### config.mk
export PLATFORM = sky130hd
export DESIGN_NAME = i2c_dispmem_wr
export DESIGN_NICKNAME = d
export VERILOG_FILES = /design/src/rtl/i2c_dispmem_wr.sv
export SDC_FILE = /design/constraint.sdc
export NUM_CORES = 1
export LEC_CHECK = 0
export CORE_MARGIN = 2
export CORE_UTILIZATION = 50
export CTS_CLUSTER_DIAMETER = 50
export DETAILED_ROUTE_END_ITERATION = 16
export GPL_ROUTABILITY_DRIVEN = 1
export MAX_ROUTING_LAYER = met4
export PLACE_DENSITY = 0.78
export SLEW_MARGIN = 20
export SYNTH_ARGS = -nofsm -noshare
export SYNTH_HDL_FRONTEND = slang
export SYNTH_SLANG_ARGS = --single-unit
### constraint.sdc
create_clock -name clk -period 1.66 [get_ports clk]
set_input_delay 0.332 -clock clk [delete_from_list [all_inputs] [get_ports clk]]
set_output_delay 0.332 -clock clk [all_outputs]
set_load 0.05 [all_outputs]
### src/rtl/i2c_dispmem_wr.sv
module i2c_dispmem_wr #(
  parameter logic [6:0] DEV_ADDR = 7'h5D,
  parameter int ROW_W = 4,
  parameter int COL_W = 5,
  parameter int WORD_W = 16
) (
  input  logic              clk,
  input  logic              rst_n,
  input  logic              scl_in,
  input  logic              sda_in,
  output logic              sda_oe,
  output logic              wr_en,
  output logic [ROW_W-1:0]  wr_row,
  output logic [COL_W-1:0]  wr_col,
  output logic [WORD_W-1:0] wr_data
);
  localparam int BYTE_W = WORD_W / 2;
  localparam logic [7:0] ADDR_BYTE = {DEV_ADDR, 1'b0};
  localparam logic [COL_W-1:0] COL_LAST = '1;

  typedef enum logic [1:0] {S_IDLE, S_RX, S_ACK, S_SKIP} st_t;
  typedef enum logic [2:0] {P_DEV, P_ROW, P_COL, P_DHI, P_DLO} ph_t;

  logic [2:0] scl_p, sda_p;
  st_t        st;
  ph_t        ph;
  logic [3:0] cnt;
  logic [7:0] sr;
  logic [BYTE_W-1:0] hi_q;
  logic [ROW_W-1:0]  row_q;
  logic [COL_W-1:0]  col_q;

  wire scl_s = scl_p[1];
  wire scl_d = scl_p[2];
  wire sda_s = sda_p[1];
  wire sda_d = sda_p[2];
  wire start_c = scl_s & scl_d & sda_d & ~sda_s;
  wire stop_c  = scl_s & scl_d & ~sda_d & sda_s;
  wire rise_c  = scl_s & ~scl_d;
  wire fall_c  = ~scl_s & scl_d;

  always_ff @(posedge clk or negedge rst_n) begin
    if (!rst_n) begin
      scl_p <= '1;
      sda_p <= '1;
    end else begin
      scl_p <= {scl_p[1:0], scl_in};
      sda_p <= {sda_p[1:0], sda_in};
    end
  end

  always_ff @(posedge clk or negedge rst_n) begin
    if (!rst_n) begin
      st      <= S_IDLE;
      ph      <= P_DEV;
      cnt     <= '0;
      sr      <= '0;
      hi_q    <= '0;
      row_q   <= '0;
      col_q   <= '0;
      sda_oe  <= 1'b0;
      wr_en   <= 1'b0;
      wr_row  <= '0;
      wr_col  <= '0;
      wr_data <= '0;
    end else begin
      wr_en <= 1'b0;
      if (start_c) begin
        st     <= S_RX;
        ph     <= P_DEV;
        cnt    <= '0;
        sda_oe <= 1'b0;
      end else if (stop_c) begin
        st     <= S_IDLE;
        ph     <= P_DEV;
        sda_oe <= 1'b0;
      end else begin
        case (st)
          S_RX: begin
            if (rise_c && cnt != 4'd8) begin
              sr  <= {sr[6:0], sda_s};
              cnt <= cnt + 4'd1;
            end else if (fall_c && cnt == 4'd8) begin
              if (ph == P_DEV && sr != ADDR_BYTE) begin
                st <= S_SKIP;
              end else begin
                sda_oe <= 1'b1;
                st     <= S_ACK;
              end
            end
          end
          S_ACK: begin
            if (fall_c) begin
              sda_oe <= 1'b0;
              st     <= S_RX;
              cnt    <= '0;
              case (ph)
                P_DEV: ph <= P_ROW;
                P_ROW: begin
                  row_q <= sr[ROW_W-1:0];
                  ph    <= P_COL;
                end
                P_COL: begin
                  col_q <= sr[COL_W-1:0];
                  ph    <= P_DHI;
                end
                P_DHI: begin
                  hi_q <= sr;
                  ph   <= P_DLO;
                end
                default: begin
                  wr_en   <= 1'b1;
                  wr_row  <= row_q;
                  wr_col  <= col_q;
                  wr_data <= {hi_q, sr};
                  if (col_q != COL_LAST) col_q <= col_q + 1'b1;
                  ph <= P_DHI;
                end
              endcase
            end
          end
          default: ;
        endcase
      end
    end
  end
endmodule

==> metrics.md <==
| Metric | Value |
|---|---|
| Max rail drop VDD | 976 uV |
| Core Region | 5540 um2 |
| Flop-to-flop setup slack | -0.1 ns |
| CP max FO | 6 |
| Overflow after GRT | 0 |
| Number of diodes | 0 |
| Hold WC Path Type | in -> async |
| Final period utilization | 106% |
| Post-synthesis cell type count | 47 |
| Layout area overhead | 33.9% |
| Reg2reg end | st[0] |
| Filler cell count in the final layout | 392 |
| Hold Buf Count CTS | 0 |
| Post-synth top flop | dfrtp_1 |
| PD cells | 1250 nW/um2 |
| Setup crit end kind | flop |
| Reg2reg path depth | 6 |
| Post-route DRC | 0 |
| Slew HR | 62.8% |
| Clk_lat worst skew | 0.34 ns |
| Crit path DAT | 1.97 ns |
| Mapped Avg Cell Area | 13.5 um2 |
| Netlist Area Pre-Place | 2870 um2 |
| Slew @ Worst Pin | 0.551 ns |
| Mapped Cells | 212 |
| First-pass GRT wire length | 9760 um |
| RSZ-0062 raised after global routing | true |
| CTS H-tree depth | 3 |
| Worst slack at placement | -0.105 ns |
| GPL Wtd Cong | 0.811 |
| CTS tree | built |
| Layout cells sized above 1 | 54.7% |
| Die Ht | 79.8 um |
| Pre-Repair DR Iteration Count | 4 |
| Clock Tree Buf Depth | 2 |
| Static leakage | 1.86 nW |
| Initial core utilization | 51.8% |
| Post-synthesis async set-or-reset flop share | 100% |
| Post-route setup TNS | -0.981 ns |
| Root buf cell | clkbuf_8 |
| Post-DR wirelength/cell | 16.3 um |
| Final count of hold timing violations | 7 |
| Non-filler instance count after layout | 359 |
| Total Routing Usage GR | 21.1% |
| WP data required | 1.87 ns |
| Initial antenna violation count | 0 |
| Die Span X | 79.8 um |
| Type of origin of the critical path | flop |
| Floorplan row count | 27 |
| Synthesis Warnings | 0 |
| Syn Nets | 222 |
| Clock Pin Slew Worst Setup and Hold Paths | 0.07 ns |
| DR vias/cell | 5.47 |
| Number of global-route vias before repair | 1977 |
| Clk sinks | 67 |
| Crit Path Category | reg -> reg |
| Failing checks | hold timing, setup timing |
| Total Wirelength | 5840 um |
| Fmax | 569 MHz |
| Worst hold slack | -0.00310 ns |
| Initial DRC count | 162 |
| Number of synthesized flops with an enable pin | 0 |
| Layout net count | 292 |
| Status | finished, violations left |
| Most common cell after layout, fill and taps aside | dfrtp_1 |
| FF-to-FF Start | st[0] |
| Max_cap viols | 0 |
| Fin worst setup slack | -0.0975 ns |
| Die ar. | 6360 um2 |
| Max-slew violations | 0 |
| Worst Skew | 0.00998 ns |
| Post-synthesis sequential area ratio | 58.6% |
| PortBufs | 30 |
| I/O pin total | 31 |
| Inserted Clock Buffers | 9 |
| Commonest cells after routing, fill and taps aside | 61 x dfrtp_1, 54 x buf_4, 37 x mux2_2 |
| FF+latch count, synth | 67 |
| Post-DP HPWL | 3530 um |
| Placed insts | 334 |
| # setup viols final | 28 |
| Antenna-violating nets left | 0 |
| Via count | 1962 |
| Largest net degree at the start of global routing | 68 |
| Clock period minus worst slack | 1.76 ns |
[power breakdown]
group	internal [W]	switching (W)	total [W]	leakage (nW)
Clock	0.000689	0.000604	0.00129	0.0893
Combinational	0.000761	0.000667	0.00143	0.881
Sequential	0.00187	0.000205	0.00208	0.891
[cell usage after synthesis (all sizes together) (2+ instances only)]
library cell  count  area, um2
or3b              2       17.5
nor4bb            2       20.0
a31oi             2       12.5
dfrtp            61       1530
nand2b            3       18.8
o21ai             5       25.0
and3              2       12.5
nand2            12       47.6
and2              2       12.5
nand3             6       35.0
nand3b            3       22.5
nor4              2       12.5
ha                6       75.1
a22o              3       26.3
mux2             45        507
nor2              8       30.0
dfstp             6        158
a21oi             6       41.3
inv               6       22.5
buf               7       52.5
and4b             4       40.0
[timing repair]
item | in CTS | in global routing
setup buffers | 5 | 1
gates cloned | 3 | 0
gates resized for setup | 17 | 23
pin swaps | 11 | 5
endpoints found under the setup margin | 42 | 53
[sequential cells by signal, indices dropped and copies added, names as in the netlist]
signal	flops
wr_col	5
wr_row	4
col_q	5
wr_en	1
scl_p	3
st	2
hi_q	8
sda_p	3
sr	8
row_q	4
cnt	4
sda_oe	1
wr_data	16
ph	3
[cell families after synthesis]
| kind of cell | after synthesis | synth area share (%) |
|---|---|---|
| AOI/OAI and AO/OA | 24 | 6.01 |
| xor gates and xnor gates | 2 | 0.610 |
| adders and majority gates | 6 | 2.61 |
| buffers and inverters | 14 | 2.79 |
| DFF | 67 | 58.6 |
| muxes | 46 | 18.0 |
| and+or+nand+nor | 53 | 11.3 |
[through the flow]
step	instance area [um2]	power [W]	utilization [%]
2_1_floorplan	2930	0.00276	-
3_3_place_gp	3390	0.00319	61.3
3_5_place_dp	3390	0.00323	61.3
4_1_cts	3730	0.00472	67.4
5_1_grt	3840	0.00507	69.4
6_report	3840	0.00480	69.4
[worst max-delay path by stage]
| stage | start | end | slack, ns | depth (start not counted) |
|---|---|---|---|---|
| 3_3_place_gp | st[1] | sda_oe | -0.08 | 6 |
| 4_1_cts | st[0] | st[0] | -0.06 | 6 |
| 6_report | st[0] | st[0] | -0.1 | 6 |
| 5_1_grt | st[1] | st[0] | -0.16 | 6 |
| 3_5_place_dp | st[0] | wr_row[1] | -0.10 | 6 |
| 2_1_floorplan | st[0] | row_q[1] | -0.02 | 8 |
[critical path: stages, from the launching register on]
cell      delay (ns)
dfrtp_1         0.42
inv_2           0.08
ha_4            0.19
or2_1           0.21
a221o_1         0.38
nor4_1          0.29
a311oi_1        0.07
[per-layer routing]
layer	global-route usage, %	up-vias	share of wire (%)	wire length, um
met5	-	-	0	0
met4	8.98	0	1.9	110
met3	3.96	11	3.4	198
met2	31.3	41	48	2810
met1	28.9	1001	47	2730
li1	-	909	-	-
[cell type report]
class                           count  area (um2)  area share [%]
Multi-Input combinational cell    134        1330            34.7
Tap cell                           72        90.1            2.34
Sequential cell                    67        1680            43.8
Timing Repair Buffer               64         527            13.7
Clock buffer                       11         131            3.42
Clock inverter                      5        55.1            1.43
Inverter                            6        22.5           0.586
No activity file was read; power rests on OpenSTA's default activity.
